$ cat config.mk
export PLATFORM = sky130hd
export DESIGN_NAME = fe_tx_line_encoder
export DESIGN_NICKNAME = d
export VERILOG_FILES = /design/src/rtl/fe_enc_pkg.sv /design/src/rtl/fe_symbol_framer.sv /design/src/rtl/fe_scrambler.sv /design/src/rtl/fe_line_coder.sv /design/src/rtl/fe_tx_line_encoder.sv
export SDC_FILE = /design/constraint.sdc
export NUM_CORES = 1
export LEC_CHECK = 0
export ABC_CLOCK_PERIOD_IN_PS = 1200
export BUFFER_PORTS_ARGS = -buffer_cell sky130_fd_sc_hd__buf_4
export CAP_MARGIN = 20
export CELL_PAD_IN_SITES_DETAIL_PLACEMENT = 2
export CELL_PAD_IN_SITES_GLOBAL_PLACEMENT = 2
export CORE_UTILIZATION = 31
export CTS_BUF_LIST = sky130_fd_sc_hd__clkbuf_16
export CTS_CLUSTER_SIZE = 24
export DETAILED_ROUTE_END_ITERATION = 12
export PLACE_DENSITY_LB_ADDON = 0.1
export SLEW_MARGIN = 40
export SYNTH_ARGS = -nofsm -noshare
export SYNTH_HDL_FRONTEND = slang
export SYNTH_SLANG_ARGS = --single-unit
$ cat constraint.sdc
create_clock -name clk -period 1.2 [get_ports clk]
set_input_delay 0.3 -clock clk [delete_from_list [all_inputs] [get_ports clk]]
set_output_delay 0.3 -clock clk [all_outputs]
set_load 0.02 [all_outputs]
$ cat src/rtl/fe_enc_pkg.sv
package fe_enc_pkg;

  localparam int SYM_W = 5;

  typedef enum logic [1:0] {
    FR_IDLE = 2'd0,
    FR_K    = 2'd1,
    FR_DATA = 2'd2,
    FR_R    = 2'd3
  } fr_state_e;

  // Control symbols in written order (leftmost bit is sent first)
  localparam logic [SYM_W-1:0] SYM_IDLE = 5'b11111;
  localparam logic [SYM_W-1:0] SYM_J    = 5'b11000;
  localparam logic [SYM_W-1:0] SYM_K    = 5'b10001;
  localparam logic [SYM_W-1:0] SYM_T    = 5'b01101;
  localparam logic [SYM_W-1:0] SYM_R    = 5'b00111;

  // Three-level line codes
  localparam logic [1:0] LVL_ZERO = 2'b00;
  localparam logic [1:0] LVL_POS  = 2'b01;
  localparam logic [1:0] LVL_NEG  = 2'b11;

  function automatic logic [SYM_W-1:0] data_symbol(input logic [3:0] nib);
    logic [SYM_W-1:0] s;
    case (nib)
      4'h0: s = 5'b11110;
      4'h1: s = 5'b01001;
      4'h2: s = 5'b10100;
      4'h3: s = 5'b10101;
      4'h4: s = 5'b01010;
      4'h5: s = 5'b01011;
      4'h6: s = 5'b01110;
      4'h7: s = 5'b01111;
      4'h8: s = 5'b10010;
      4'h9: s = 5'b10011;
      4'hA: s = 5'b10110;
      4'hB: s = 5'b10111;
      4'hC: s = 5'b11010;
      4'hD: s = 5'b11011;
      4'hE: s = 5'b11100;
      default: s = 5'b11101;
    endcase
    return s;
  endfunction

  // Reverse so that the serializer can always shift out bit 0
  function automatic logic [SYM_W-1:0] send_order(input logic [SYM_W-1:0] s);
    logic [SYM_W-1:0] r;
    for (int i = 0; i < SYM_W; i++) r[i] = s[SYM_W-1-i];
    return r;
  endfunction

  // Phase 0,1,2,3 of the three-level cycle -> 0, +1, 0, -1
  function automatic logic [1:0] phase_level(input logic [1:0] ph);
    logic [1:0] l;
    case (ph)
      2'd1:    l = LVL_POS;
      2'd3:    l = LVL_NEG;
      default: l = LVL_ZERO;
    endcase
    return l;
  endfunction

endpackage

$ cat src/rtl/fe_symbol_framer.sv
module fe_symbol_framer
  import fe_enc_pkg::*;
(
  input  logic       clk,
  input  logic       rst,
  input  logic       tx_en,
  input  logic [3:0] txd,
  output logic       code_bit,
  output logic       nib_req
);

  localparam int CNT_W = $clog2(SYM_W);
  localparam logic [CNT_W-1:0] LAST = CNT_W'(SYM_W - 1);

  fr_state_e        state, nxt_state;
  logic [SYM_W-1:0] shreg;
  logic [SYM_W-1:0] nxt_code;
  logic [CNT_W-1:0] cnt;
  logic             load;

  assign load     = (cnt == LAST);
  assign nib_req  = load;
  assign code_bit = shreg[0];

  always_comb begin
    nxt_state = state;
    nxt_code  = SYM_IDLE;
    case (state)
      FR_IDLE: if (tx_en) begin
        nxt_code  = SYM_J;
        nxt_state = FR_K;
      end
      FR_K: begin
        nxt_code  = SYM_K;
        nxt_state = FR_DATA;
      end
      FR_DATA: if (tx_en) begin
        nxt_code = data_symbol(txd);
      end else begin
        nxt_code  = SYM_T;
        nxt_state = FR_R;
      end
      default: begin
        nxt_code  = SYM_R;
        nxt_state = FR_IDLE;
      end
    endcase
  end

  always_ff @(posedge clk) begin
    if (rst) begin
      state <= FR_IDLE;
      shreg <= send_order(SYM_IDLE);
      cnt   <= '0;
    end else if (load) begin
      state <= nxt_state;
      shreg <= send_order(nxt_code);
      cnt   <= '0;
    end else begin
      shreg <= {1'b0, shreg[SYM_W-1:1]};
      cnt   <= cnt + 1'b1;
    end
  end


  req_gap_chk: assert property (@(posedge clk) disable iff (rst)
    nib_req |=> !nib_req);


  frame_open_chk: assert property (@(posedge clk) disable iff (rst)
    (load && state == FR_IDLE && tx_en) |=> (state == FR_K));


  frame_close_chk: assert property (@(posedge clk) disable iff (rst)
    (load && state == FR_DATA && !tx_en) |=> (state == FR_R));

endmodule

$ cat src/rtl/fe_scrambler.sv
module fe_scrambler #(
  parameter int               LFSR_W = 11,
  parameter int               TAP    = 9,
  parameter logic [LFSR_W-1:0] SEED  = '1
) (
  input  logic clk,
  input  logic rst,
  output logic key_bit
);

  logic [LFSR_W-1:0] lfsr;
  logic              fb;

  assign fb      = lfsr[LFSR_W-1] ^ lfsr[TAP-1];
  assign key_bit = lfsr[LFSR_W-1];

  always_ff @(posedge clk) begin
    if (rst) lfsr <= SEED;
    else     lfsr <= {lfsr[LFSR_W-2:0], fb};
  end


  lfsr_live_chk: assert property (@(posedge clk) disable iff (rst)
    lfsr != '0);

endmodule

$ cat src/rtl/fe_line_coder.sv
module fe_line_coder
  import fe_enc_pkg::*;
(
  input  logic       clk,
  input  logic       rst,
  input  logic       fiber_mode,
  input  logic       code_bit,
  input  logic       key_bit,
  output logic       nrzi_out,
  output logic [1:0] line_lvl
);

  logic       tx_one;
  logic       nrzi_q;
  logic [1:0] phase;

  assign tx_one   = fiber_mode ? code_bit : (code_bit ^ key_bit);
  assign nrzi_out = nrzi_q;
  assign line_lvl = phase_level(phase);

  always_ff @(posedge clk) begin
    if (rst) begin
      nrzi_q <= 1'b0;
      phase  <= 2'd0;
    end else begin
      nrzi_q <= nrzi_q ^ tx_one;
      if (!fiber_mode && tx_one) phase <= phase + 2'd1;
    end
  end


  nrzi_hold_chk: assert property (@(posedge clk) disable iff (rst)
    !tx_one |=> $stable(nrzi_q));


  no_rail_jump_chk: assert property (@(posedge clk) disable iff (rst)
    ($past(line_lvl) == LVL_POS) |-> (line_lvl != LVL_NEG));


  fiber_hold_chk: assert property (@(posedge clk) disable iff (rst)
    fiber_mode |=> $stable(line_lvl));

endmodule

$ cat src/rtl/fe_tx_line_encoder.sv
module fe_tx_line_encoder #(
  parameter int LFSR_W = 11,
  parameter int TAP    = 9
) (
  input  logic       clk,
  input  logic       rst,
  input  logic       fiber_mode,
  input  logic       tx_en,
  input  logic [3:0] txd,
  output logic       nib_req,
  output logic       nrzi_out,
  output logic [1:0] line_lvl
);

  logic code_bit;
  logic key_bit;

  fe_symbol_framer u_framer (
    .clk      (clk),
    .rst      (rst),
    .tx_en    (tx_en),
    .txd      (txd),
    .code_bit (code_bit),
    .nib_req  (nib_req)
  );

  fe_scrambler #(.LFSR_W(LFSR_W), .TAP(TAP), .SEED('1)) u_scr (
    .clk     (clk),
    .rst     (rst),
    .key_bit (key_bit)
  );

  fe_line_coder u_coder (
    .clk        (clk),
    .rst        (rst),
    .fiber_mode (fiber_mode),
    .code_bit   (code_bit),
    .key_bit    (key_bit),
    .nrzi_out   (nrzi_out),
    .line_lvl   (line_lvl)
  );

endmodule

# Word level (Yosys, flattened, before mapping)
# Memories as Yosys holds them, arrays and structs flattened.
# Cells that the tools add are included.
dict set report totals {
  regBits 24
  mem_bits_ro 80
  inputBits 8
  memories 1
}
dict set report classes {
  n_addsub 2
  eq_ne 7
  mux 9
  n_bitwise 3
  n_reduce_logical 5
}
# memory words width read_ports rd_ports_with_merged_regs write_ports line
set mem_list {}
lappend mem_list {{(name not given)} 16 5 1 0 0 fe_enc_pkg.sv:26} ;# case (nib)
# cell count
set ops {}
lappend ops {{case mux 5 bit (3 select lines)} 1}
lappend ops {{two-way mux 5 bit} 2}
lappend ops {{case mux 2 bit (3 select lines)} 1}
lappend ops {{== test 2 x 1 -> 1 bit (second input constant)} 2}
lappend ops {{== test 2 bit (second input constant)} 2}
lappend ops {{two-way mux 2 bit} 2}
lappend ops {{inequality test 2 bit (second input constant)} 2}
lappend ops {{case mux 2 bit (2 select lines)} 1}
lappend ops {{adder 3 x 1 -> 3 bit (second input constant)} 1}
lappend ops {{== test 3 bit (second input constant)} 1}
lappend ops {{two-way mux 3 bit} 1}
lappend ops {{AND reduction 3 bit} 1}
lappend ops {{XOR 1 bit} 3}
lappend ops {{adder 2 x 1 -> 2 bit (second input constant)} 1}
lappend ops {{logical NOT 2 bit} 1}
lappend ops {{OR reduction 2 bit} 1}
lappend ops {{logical AND 1 bit} 1}
lappend ops {{logical NOT 1 bit} 1}
lappend ops {{two-way mux 1 bit} 1}

# Depth between registers and ports, before layout
# Gate-level depths: netlist (run 1).
# An unclocked memory read counts as a cell.
dict set report logic_depth {
  ltp_word 4
  depth_mapped 7
}

# Modules after synthesis
# A second synthesis (run 1) with hierarchy kept.
dict set report hier_totals {
  cells_unflattened 106
  hier_area_um2 1023.5
}
# mod instances cells_each area_per_inst_um2 seq_area_each_um2
set by_module_without_submodules {}
lappend by_module_without_submodules {fe_symbol_framer 1 63 543.0 200.2}
lappend by_module_without_submodules {fe_scrambler 1 24 302.8 220.2}
lappend by_module_without_submodules {fe_line_coder 1 19 177.7 60.1}

# Least setup slack after synthesis (run 1)
# Ideal clock, no wire load.
dict set report synth_timing {
  path_kind {register to register}
  start {register u_framer.state[0]}
  end {register u_framer.shreg[3]}
  arrival_time_ns 1.154
  path_slack_ns -0.076
  stages_incl_launch_ff 7
  n_path_buf 0
  synth_period_minus_slack_ns 1.276
  cell_sequence {dfxtp_1 > inv_1 > ha_1 > nand2b_2 > nor3b_2 > nand2_1 > o32a_1}
}
dict set report synth_via {
  elab_chain_cells 3
  word_cells_on_any_way 5
  classes_between {eq/ne: 2; mux: 2; reduce/logical: 1}
}
# item line
set synth_lines {}
lappend synth_lines {{start, declared} fe_symbol_framer.sv:15} ;# fr_state_e state, nxt_state;
lappend synth_lines {{start signal, assigned} fe_symbol_framer.sv:56} ;# state <= nxt_state;
lappend synth_lines {{== test 2 bit (tied with other cells)} fe_symbol_framer.sv:28} ;# case (state)
lappend synth_lines {{case mux 5 bit (3 select lines) *} fe_symbol_framer.sv:28}
lappend synth_lines {{two-way mux 5 bit *} fe_symbol_framer.sv:55} ;# end else if (load) begin
lappend synth_lines {{end signal, assigned} fe_symbol_framer.sv:53} ;# shreg <= send_order(SYM_IDLE);
lappend synth_lines {{end signal, assigned} fe_symbol_framer.sv:57} ;# shreg <= send_order(nxt_code);
lappend synth_lines {{end signal, assigned} fe_symbol_framer.sv:60} ;# shreg <= {1'b0, shreg[SYM_W-1:1]};
lappend synth_lines {{end, declared} fe_symbol_framer.sv:16} ;# logic [SYM_W-1:0] shreg;
# Mark *: on every way between the ends. The rest lies on a longest branch, timed or not.
# A chain may end at the register's enable or synchronous reset.

# Worst setup path after layout (run 1)
dict set report layout_timing {
  start {register u_coder.phase[0]}
  end {output line_lvl[0]}
}
dict set report layout_via {
  elab_chain_cells 2
  word_cells_on_any_way 3
  classes_between {eq/ne: 2; mux: 1}
}
# item line
set layout_lines {}
lappend layout_lines {{start, declared} fe_line_coder.sv:15} ;# logic [1:0] phase;
lappend layout_lines {{start signal, assigned} fe_line_coder.sv:27} ;# if (!fiber_mode && tx_one) phase <= phase + 2'd1;
lappend layout_lines {{== test 2 bit / == test 2 x 1 -> 1 bit (equally long branches)} fe_enc_pkg.sv:57} ;# case (ph)
lappend layout_lines {{case mux 2 bit (2 select lines) *} fe_enc_pkg.sv:57}
lappend layout_lines {{end, declared} fe_tx_line_encoder.sv:12} ;# output logic [1:0] line_lvl
# Marked as above.

==> flow_metrics.py, run 1 <==
metrics = {
    "place": {
        "io_buffer_count": 11,
        "place.gp.congestion": 0.7546,
        "dp_slack_ns": -0.1373,
        "hpwl_um": 1618,
    },
    "sta": {
        "timing.final.crit_share_pct": 120.6,
        "setup_viol": 7,
        "worstMarginPinSlew_ns": 0.3296,
        "slew_violations": 0,
        "final_hold_viol_count": 0,
        "rsz0062_at_grt": "true",
        "finalClockSkew_ns": 0.002222,
        "relSlewSlack_pct": 77.74,
        "max_freq_mhz": 691.1,
        "fin_ws_ns": -0.2470,
        "fin_crit_ns": 1.447,
    },
    "global_route": {
        "grt_pass1_vias": 841,
        "grt_first_pass_wirelength_um": 4002,
        "grt_max_degree": 26,
        "overflow": 0,
        "antenna_found_initial": 0,
        "grt_use_total_pct": 15.74,
    },
    "clocking": {
        "clk_path_buf_depth": 2,
        "htree_num_levels": 1,
        "cts-root-buf": "clkbuf_16",
        "clock-sinks": 24,
        "clock_latency_ns": 0.26,
        "cts_tree": "built",
        "cts_inserted_buffers": 3,
        "path_clk_slew_ns": 0.06,
    },
    "power_and_ir_drop": {
        "internal_power_mw": 1.616,
        "power.leakage_nw": 0.6243,
        "switchingPower_uw": 430.1,
        "ir_drop_uv": 778.8,
        "power_density_nw_per_um2": 1306,
        "pwr-share-seq_pct": 41.6,
        "clkPwrFrac_pct": 46.4,
        "switching_share_pct": 21.02,
        "power_frac_comb_pct": 12.0,
    },
    "finish": {
        "antenna-diode-count": 0,
        "drive_gt1_share_pct": 58.33,
        "filler_cell_count": 318,
        "num-nets-final": 149,
        "multiInputGateArea_um2": 650.6,
        "utilization_pct": 50.48,
        "syn2layout_area_growth_pct": 53.06,
        "seqCellArea_um2": 493.0,
    },
    "yosys": {
        "ys_types": 33,
        "yosysWarnings": 0,
        "syn_inst": 104,
        "synth_edf_count": 0,
        "synth-seq-area-share_pct": 46.94,
        "yosys.area.top_type": "dfxtp_1",
        "synth.area.top_cells": "dfxtp_1 47%, ha_1 9.8%, or2_2 6.7%, nor2_1 3.7%, a21oi_1 3.4%",
        "synthesis.area_um2": 1023,
        "synth_top_area_share_pct": 46.94,
        "synth_seq_cells": 24,
        "async_flop_share_pct": 0,
        "postSynthAreaPerCell_um2": 9.841,
        "synth_top_flop_cell": "dfxtp_1",
        "synth_fp_nets": 120,
    },
    "floorplan": {
        "fp.coreArea_um2": 3103,
        "die_area_um2": 3535,
        "rows": 20,
        "initial_core_util_pct": 32.98,
        "fp.dieH_um": 59.46,
        "num_io_pins": 12,
        "die_w_um": 59.46,
    },
    "min_path": {
        "holdCritStartpoint": "fiber_mode",
        "hold_depth": 4,
        "min_to": "u_coder.phase[1]",
        "hold_path.class": "in -> reg",
    },
    "worst_setup_path": {
        "required_ns": 0.90,
        "path_class": "reg -> out",
        "rrSetupSlack_ns": -0.07,
        "crit_fanout": 3,
        "critPathLaunchType": "register",
        "reg2reg_depth": 6,
        "crit_path_end_kind": "output port",
        "r2r-start": "u_framer.state[1]",
        "reg2reg_to": "u_framer.shreg[2]",
        "worstPathArrival_ns": 1.15,
        "crit_path_start": "u_coder.phase[0]",
    },
    "route": {
        "drtIter0Drc": 12,
        "wl_um": 2658,
        "drtPass1Iterations": 3,
        "viasPerCell": 4.625,
        "wire_per_inst_um": 15.10,
        "drc": 0,
        "vias": 814,
        "ant_nets": 0,
    },
    "outcome": {
        "violations": "setup timing",
        "status": "complete, but fails checks",
    },
    "flow_run": {
        "maxCapViolCount": 0,
    },
}
==> synthesized netlist by cell type, types with 2 or more instances <==
| library cell | instances |
|---|---|
| dfxtp_1 | 24 |
| or2_2 | 11 |
| nor2_1 | 10 |
| ha_1 | 8 |
| a21oi_1 | 7 |
| inv_1 | 7 |
| xnor2_1 | 4 |
| nand2_1 | 3 |
| nor3_1 | 3 |
| buf_2 | 2 |
| mux2i_1 | 2 |
| nor2_2 | 2 |
==> sequential cells by signal, summed over array words and instances (netlist names) <==
signal / count
u_framer.shreg: 5
u_scr.lfsr: 11
u_coder.nrzi_out: 1
u_framer.state: 2
u_coder.phase: 2
u_framer.cnt: 3
==> kinds of logic (layout without fill, tap and decap cells) <==
family / count (synthesis) / in the layout / synth area share, %
simple gates: 38 / 38 / 20.54
mux: 2 / 2 / 1.956
buf+inv: 10 / 38 / 4.157
flops: 24 / 24 / 46.94
xor+xnor: 5 / 5 / 4.279
fa+ha+maj: 8 / 8 / 9.780
compound gates: 17 / 17 / 12.35
==> area by class of cell <==
cell class | count | area share (%)
Clock buffer | 3 | 4.792
Multi-Input combinational cell | 70 | 41.53
Sequential cell | 24 | 31.47
Inverter | 8 | 2.396
Timing Repair Buffer | 26 | 14.38
Clock inverter | 1 | 1.917
Tap cell | 44 | 3.514
==> layer usage <==
metal	vias to the layer above	track usage, %	part of all wire (%)	routed length [um]
met1	395	20.05	46	1220
met3	4	2.620	1.9	50
met5	-	0	0	0
li1	405	-	-	-
met2	10	26.32	51	1356
met4	0	6.122	1.1	30
==> metrics by stage <==
step | power [mW] | hold WS (ns) | setup TNS (ns) | instance area, um^2 | instances
after floorplan | 0.9676 | 0.3685 | -0.02831 | 1036 | 104
after global placement | 1.034 | 0.3945 | -0.3217 | 1224 | 165
after detailed placement | 1.043 | 0.3970 | -0.5299 | 1224 | 165
after CTS | 2.041 | 0.3896 | -0.4908 | 1498 | 175
after global routing | 2.126 | 0.4098 | -1.105 | 1567 | 176
final | 2.046 | 0.3885 | -0.5810 | 1567 | 176
==> cell usage in the layout, fill, tap and decap left out, types with 4 or more instances in the layout <==
master and count:
a21oi_2 4, buf_4 19, buf_6 6, dfxtp_1 18
dfxtp_2 4, nor2_1 9, or2_2 10, xnor2_1 4
==> power by group through the flow <==
stage	Sequential (mW)	Clock, mW	Combinational (mW)
after global placement	0.865	0	0.169
after global routing	0.854	1.00	0.272
after CTS	0.851	0.968	0.222
after floorplan	0.871	0	0.0971
after detailed placement	0.868	0	0.175
final	0.851	0.949	0.246
==> worst max path at each step <==
stage / to / slack, ns
finish: line_lvl[0] / -0.25
global route: line_lvl[0] / -0.28
CTS: line_lvl[0] / -0.26
detailed placement: u_framer.shreg[3] / -0.14
global placement: u_framer.shreg[3] / -0.1
floorplan: u_framer.shreg[3] / -0.03
==> worst max-delay path: stages (launching register included) <==
cell and delay (ns):
dfxtp_2 0.34, ha_2 0.18, or2_4 0.24, buf_6 0.13
==> repair_timing <==
action                                  in CTS  in global routing
gates resized for setup                     35                 14
hold buffers                                 0                  0
setup buffers                                7                  2
pin swaps                                    9                  6
cloned                                       0                  0
endpoints found under the setup margin       9                 11
Power figures use the tool's default switching activity.
==> inputs of run 2 (changes only) <==
--- a/config.mk
+++ b/config.mk
@@ -6,7 +6,7 @@
 export NUM_CORES = 1
 export LEC_CHECK = 0
 export ABC_CLOCK_PERIOD_IN_PS = 1200
-export BUFFER_PORTS_ARGS = -buffer_cell sky130_fd_sc_hd__buf_4
+export BUFFER_PORTS_ARGS = -buffer_cell sky130_fd_sc_hd__buf_2
 export CAP_MARGIN = 20
 export CELL_PAD_IN_SITES_DETAIL_PLACEMENT = 2
 export CELL_PAD_IN_SITES_GLOBAL_PLACEMENT = 2
@@ -15,6 +15,7 @@
 export CTS_CLUSTER_SIZE = 24
 export DETAILED_ROUTE_END_ITERATION = 12
 export PLACE_DENSITY_LB_ADDON = 0.1
+export SKIP_LAST_GASP = 1
 export SLEW_MARGIN = 40
 export SYNTH_ARGS = -nofsm -noshare
 export SYNTH_HDL_FRONTEND = slang
==> run 2 against run 1 <==
Against the previous run: the run still ends with setup timing left; non-clock buffer count rose by 2; clock skew increased by 0.0025 ns; routed wire length rose by 4.4%; sequential share of layout area up 0.79 points; sequential cell count stayed put; setup slack worse by 0.014 ns; critical path depth did not move.
==> flow_metrics.py, run 2 (same netlist as run 1, synthesis figures left out) <==
metrics = {
    "sta": {
        "hold_ws_ns": 0.4064,
        "worstMarginPinSlew_ns": 0.3723,
        "fin_ws_ns": -0.2614,
        "slew_violations": 0,
        "rsz0062_at_grt": "true",
        "finalClockSkew_ns": 0.004684,
        "fin_crit_ns": 1.461,
        "final_hold_viol_count": 0,
        "timing.final.crit_share_pct": 121.8,
        "relSlewSlack_pct": 74.87,
        "setup_viol": 6,
        "max_freq_mhz": 684.3,
    },
    "floorplan": {
        "fp.dieH_um": 59.46,
        "num_io_pins": 12,
        "initial_core_util_pct": 32.98,
        "rows": 20,
        "die_w_um": 59.46,
        "fp.coreArea_um2": 3103,
        "die_area_um2": 3535,
    },
    "place": {
        "dp_slack_ns": -0.1593,
        "hpwl_um": 1676,
        "place.gp.congestion": 0.7853,
        "io_buffer_count": 11,
        "place_area_um2": 1231,
    },
    "finish": {
        "layout_commonest_cell": "dfxtp_1",
        "syn2layout_area_growth_pct": 48.53,
        "antenna-diode-count": 0,
        "drive_gt1_share_pct": 58.96,
        "final_cell_mix": "18 x dfxtp_1, 13 x buf_4, 10 x or2_2, 9 x nor2_1, 8 x buf_2",
        "top_regs": "u_scr.lfsr (11), u_framer.shreg (5), u_framer.cnt (3)",
        "utilization_pct": 48.99,
        "largest_reg_flops": 11,
        "num-nets-final": 151,
        "stdcell_area_um2": 1520,
        "top_register": "u_scr.lfsr",
    },
    "flow_run": {
        "maxCapViolCount": 0,
    },
    "global_route": {
        "grt_max_degree": 18,
        "grt_pass1_vias": 911,
        "use_met3_pct": 3.930,
        "grt_first_pass_wirelength_um": 4353,
        "met1_usage_pct": 18.95,
        "use_met2_pct": 33.55,
        "busiest_layer": "met2",
        "overflow": 0,
        "antenna_found_initial": 0,
        "grt_use_total_pct": 17.42,
    },
    "worst_setup_path": {
        "path_class": "reg -> out",
        "critPathLaunchType": "register",
        "required_ns": 0.90,
        "crit_fanout": 3,
        "worstPathArrival_ns": 1.16,
        "crit_path_end_kind": "output port",
    },
    "clocking": {
        "path_clk_slew_ns": 0.06,
        "cts-root-buf": "clkbuf_16",
        "cts_tree": "built",
        "htree_num_levels": 1,
        "cts_inserted_buffers": 3,
        "clock-sinks": 24,
        "hold_buffers": 0,
        "clock_latency_ns": 0.26,
        "clk_path_buf_depth": 2,
    },
    "route": {
        "wl_um": 2775,
        "vias": 819,
        "viasPerCell": 4.601,
        "ant_nets": 0,
        "drc": 0,
        "drtIter0Drc": 7,
        "wire_per_inst_um": 15.59,
        "drtPass1Iterations": 2,
    },
    "outcome": {
        "violations": "setup timing",
        "status": "complete, but fails checks",
    },
    "power_and_ir_drop": {
        "power_density_nw_per_um2": 1200,
        "ir_drop_uv": 742.6,
        "power.leakage_nw": 0.6140,
        "total_power_mw": 1.824,
    },
    "min_path": {
        "hold_path.class": "in -> reg",
    },
}
## run 2: cell count changes in the layout (fill, tap and decap cells not counted), sizes merged
cell,delta
clkinv,+1
bufinv,-1
buf,+2
## run 2: timing repair
action	CTS	global route
buffers inserted	6	0
endpoints found under the setup margin	10	12
pin swaps	7	5
gates resized for setup	36	11
## run 2: worst max-delay path: stages (launching register included)
cell     delay (ns)
dfxtp_2        0.34
ha_2           0.19
or2_4          0.25
buf_6          0.13
## run 2: where the power goes
group          switching [mW]  internal [mW]  total (mW)
sequential             0.0206          0.832       0.853
clock                   0.284          0.446       0.730
combinational           0.120          0.121       0.241
total                   0.425           1.40        1.82
## run 2: layer usage
layer / vias up / share of wire [%] / routed length, um
met3: 2 / 2.6 / 72
li1: 408 / - / -
met1: 400 / 42 / 1178
met2: 9 / 54 / 1504
met5: - / 0 / 0
met4: 0 / 0.68 / 19
## run 2: final timing paths
path | end | slack, ns | startpoint | cells after the start
setup reg to reg | u_framer.state[1] | -0.01 | u_framer.cnt[0] | 8
hold / removal | u_coder.nrzi_out | 0.41 | fiber_mode | 4
hold reg to reg | u_scr.lfsr[5] | 0.41 | u_scr.lfsr[4] | 1
setup / recovery | line_lvl[0] | -0.26 | u_coder.phase[0] | 3
## run 2: layout make-up
type / instances / area (um^2)
fillers: 340 / 1583
multi-input cells: 70 / 631.9
flip-flops and latches: 24 / 490.5
repair buffers: 28 / 229.0
clock buffers: 3 / 75.07
well taps: 44 / 55.05
inverters: 8 / 35.03
clock inverters: 1 / 3.754
## run 2: metrics by stage
step           TNS [ns]  instances
2_1_floorplan  -0.02831        104
3_3_place_gp    -0.4307        168
3_5_place_dp    -0.6004        168
4_1_cts         -0.4347        178
5_1_grt          -1.011        178
6_report        -0.4730        178
==> inputs of run 3 (changes only) <==
--- a/config.mk
+++ b/config.mk
@@ -15,6 +15,8 @@
 export CTS_CLUSTER_SIZE = 24
 export DETAILED_ROUTE_END_ITERATION = 12
 export PLACE_DENSITY_LB_ADDON = 0.1
+export RECOVER_POWER = 50
+export SETUP_SLACK_MARGIN = 0.1
 export SKIP_LAST_GASP = 1
 export SLEW_MARGIN = 40
 export SYNTH_ARGS = -nofsm -noshare
==> run 3 against run 2 <==
Against the previous run: the run still ends with setup timing left; utilization grew 4.1 points; sequential cell count is the same; clock power shrank 3.3%; design area grew 8.3%; first-iteration DRC count grew to 3.4 times the previous value; sequential share of layout area shrank 2.0 points; combinational power grew 20%; hold slack gained 0.0044 ns; die area is the same; largest cell class unchanged; largest power group unchanged.
==> flow_metrics.py, run 3 (same netlist as run 1, synthesis figures left out) <==
metrics = {
    "worst_setup_path": {
        "crit_path_max_incr_delay_ns": 0.37,
        "crit_path_start": "u_coder.phase[1]",
        "crit_path_end_kind": "output port",
        "crit_end": "line_lvl[0]",
        "r2r-start": "u_framer.state[0]",
        "cp_slowest_cell": "dfxtp_4",
        "worstPathArrival_ns": 1.16,
        "reg2reg_depth": 6,
        "critPathLaunchType": "register",
        "cp_cell_sequence": "inv_2 > ha_4 > or2_4 > buf_6",
        "path_class": "reg -> out",
        "crit_fanout": 3,
        "required_ns": 0.90,
        "reg2reg_to": "u_framer.shreg[3]",
        "rrSetupSlack_ns": -0.09,
    },
    "finish": {
        "syn2layout_area_growth_pct": 60.88,
        "top_register": "u_scr.lfsr",
        "largest_reg_flops": 11,
        "num-nets-final": 152,
        "top_regs": "u_scr.lfsr (11), u_framer.shreg (5), u_framer.cnt (3)",
        "antenna-diode-count": 0,
        "utilization_pct": 53.06,
        "drive_gt1_share_pct": 61.48,
        "layout_commonest_cell": "dfxtp_1",
        "final_cell_mix": "18 x dfxtp_1, 13 x buf_4, 10 x or2_2, 7 x buf_2",
    },
    "outcome": {
        "status": "complete, but fails checks",
        "violations": "setup timing",
    },
    "sta": {
        "setup_viol": 10,
        "max_freq_mhz": 683.4,
        "slew_violations": 0,
        "final_hold_viol_count": 0,
        "finalClockSkew_ns": 0.002013,
        "fin_crit_ns": 1.463,
        "fin_ws_ns": -0.2632,
        "timing.final.crit_share_pct": 121.9,
        "relSlewSlack_pct": 64.15,
        "rsz0062_at_grt": "true",
        "worstMarginPinSlew_ns": 0.5377,
        "hold_ws_ns": 0.4108,
    },
    "floorplan": {
        "num_io_pins": 12,
        "initial_core_util_pct": 32.98,
        "die_area_um2": 3535,
        "fp.dieH_um": 59.46,
        "fp.coreArea_um2": 3103,
        "die_w_um": 59.46,
        "rows": 20,
    },
    "global_route": {
        "grt_use_total_pct": 19.01,
        "grt_max_degree": 22,
        "overflow": 0,
        "grt_first_pass_wirelength_um": 4719,
        "antenna_found_initial": 0,
        "grt_pass1_vias": 924,
    },
    "route": {
        "ant_nets": 0,
        "drtIter0Drc": 24,
        "wire_per_inst_um": 16.49,
        "viasPerCell": 4.709,
        "wl_um": 2952,
        "drtPass1Iterations": 4,
        "vias": 843,
        "drc": 0,
    },
    "power_and_ir_drop": {
        "power.leakage_nw": 0.6259,
        "power_density_nw_per_um2": 1123,
        "switching_share_pct": 23.49,
        "clkPwrFrac_pct": 38.2,
        "ir_drop_uv": 706.1,
        "switchingPower_uw": 434.2,
        "power_frac_comb_pct": 15.7,
        "internal_power_mw": 1.414,
        "total_power_mw": 1.849,
        "pwr-share-seq_pct": 46.1,
    },
    "place": {
        "io_buffer_count": 11,
        "dp_slack_ns": -0.1492,
        "place.gp.congestion": 0.7185,
        "hpwl_um": 1773,
    },
    "clocking": {
        "path_clk_slew_ns": 0.06,
        "htree_num_levels": 1,
        "cts_inserted_buffers": 3,
        "clk_path_buf_depth": 2,
        "hold_buffers": 0,
        "clock-sinks": 24,
        "cts-root-buf": "clkbuf_16",
        "cts_tree": "built",
        "clock_latency_ns": 0.25,
    },
    "min_path": {
        "hold_path.class": "in -> reg",
    },
    "flow_run": {
        "maxCapViolCount": 0,
    },
}
-- run 3: how the worst min path moves through the flow --
stage | start | depth (start not counted) | end
after floorplan | rst | 1 | u_framer.state[0]
after global placement | u_scr.lfsr[6] | 1 | u_scr.lfsr[7]
after detailed placement | u_scr.lfsr[7] | 1 | u_scr.lfsr[8]
after CTS | fiber_mode | 4 | u_coder.nrzi_out
after global routing | u_scr.lfsr[5] | 1 | u_scr.lfsr[6]
final | fiber_mode | 4 | u_coder.phase[1]
-- run 3: power groups by stage --
stage                     registers (mW)  logic (mW)  clock network, mW
after CTS                          0.850       0.240              0.732
after detailed placement           0.869       0.181                  0
after global routing               0.856       0.313              0.758
after floorplan                    0.873       0.106                  0
after global placement             0.867       0.170                  0
final                              0.852       0.290              0.706
-- run 3: per-stage QoR --
stage                     setup TNS, ns  cells  area (um^2)
after global routing             -1.347    179         1647
after floorplan                       0    104         1090
after CTS                       -0.5713    175         1533
after detailed placement        -0.3542    164         1242
final                           -0.7759    179         1647
after global placement          -0.1007    164         1242
-- run 3: final cells by class --
cell class	instances	area, um^2
Clock inverter	1	3.754
Inverter	8	47.55
Sequential cell	24	498.0
Timing Repair Buffer	29	235.2
Clock buffer	3	75.07
Fill cell	316	1456
Tap cell	44	55.05
Multi-Input combinational cell	70	732.0
-- run 3: metal layers --
layer	vias to the layer above	GRT usage, %	part of all wire [%]
met3	0	3.930	1.7
met2	11	32.74	56
li1	410	-	-
met1	422	23.49	42
met4	0	6.122	0
met5	-	0	0
-- run 3: repair_timing --
action,in CTS,in global routing
gates cloned,1,0
gates resized for setup,35,21
pin swaps,11,11
setup buffers,6,6
endpoints found under the setup margin,11,13
-- run 3: worst max-delay path: cells and delay by family, from the launching register on --
family / cells / cell delay, ns
buffers and inverters: 2 / 0.18
and+or+nand+nor: 1 / 0.22
adders and majority gates: 1 / 0.14
DFF: 1 / 0.37
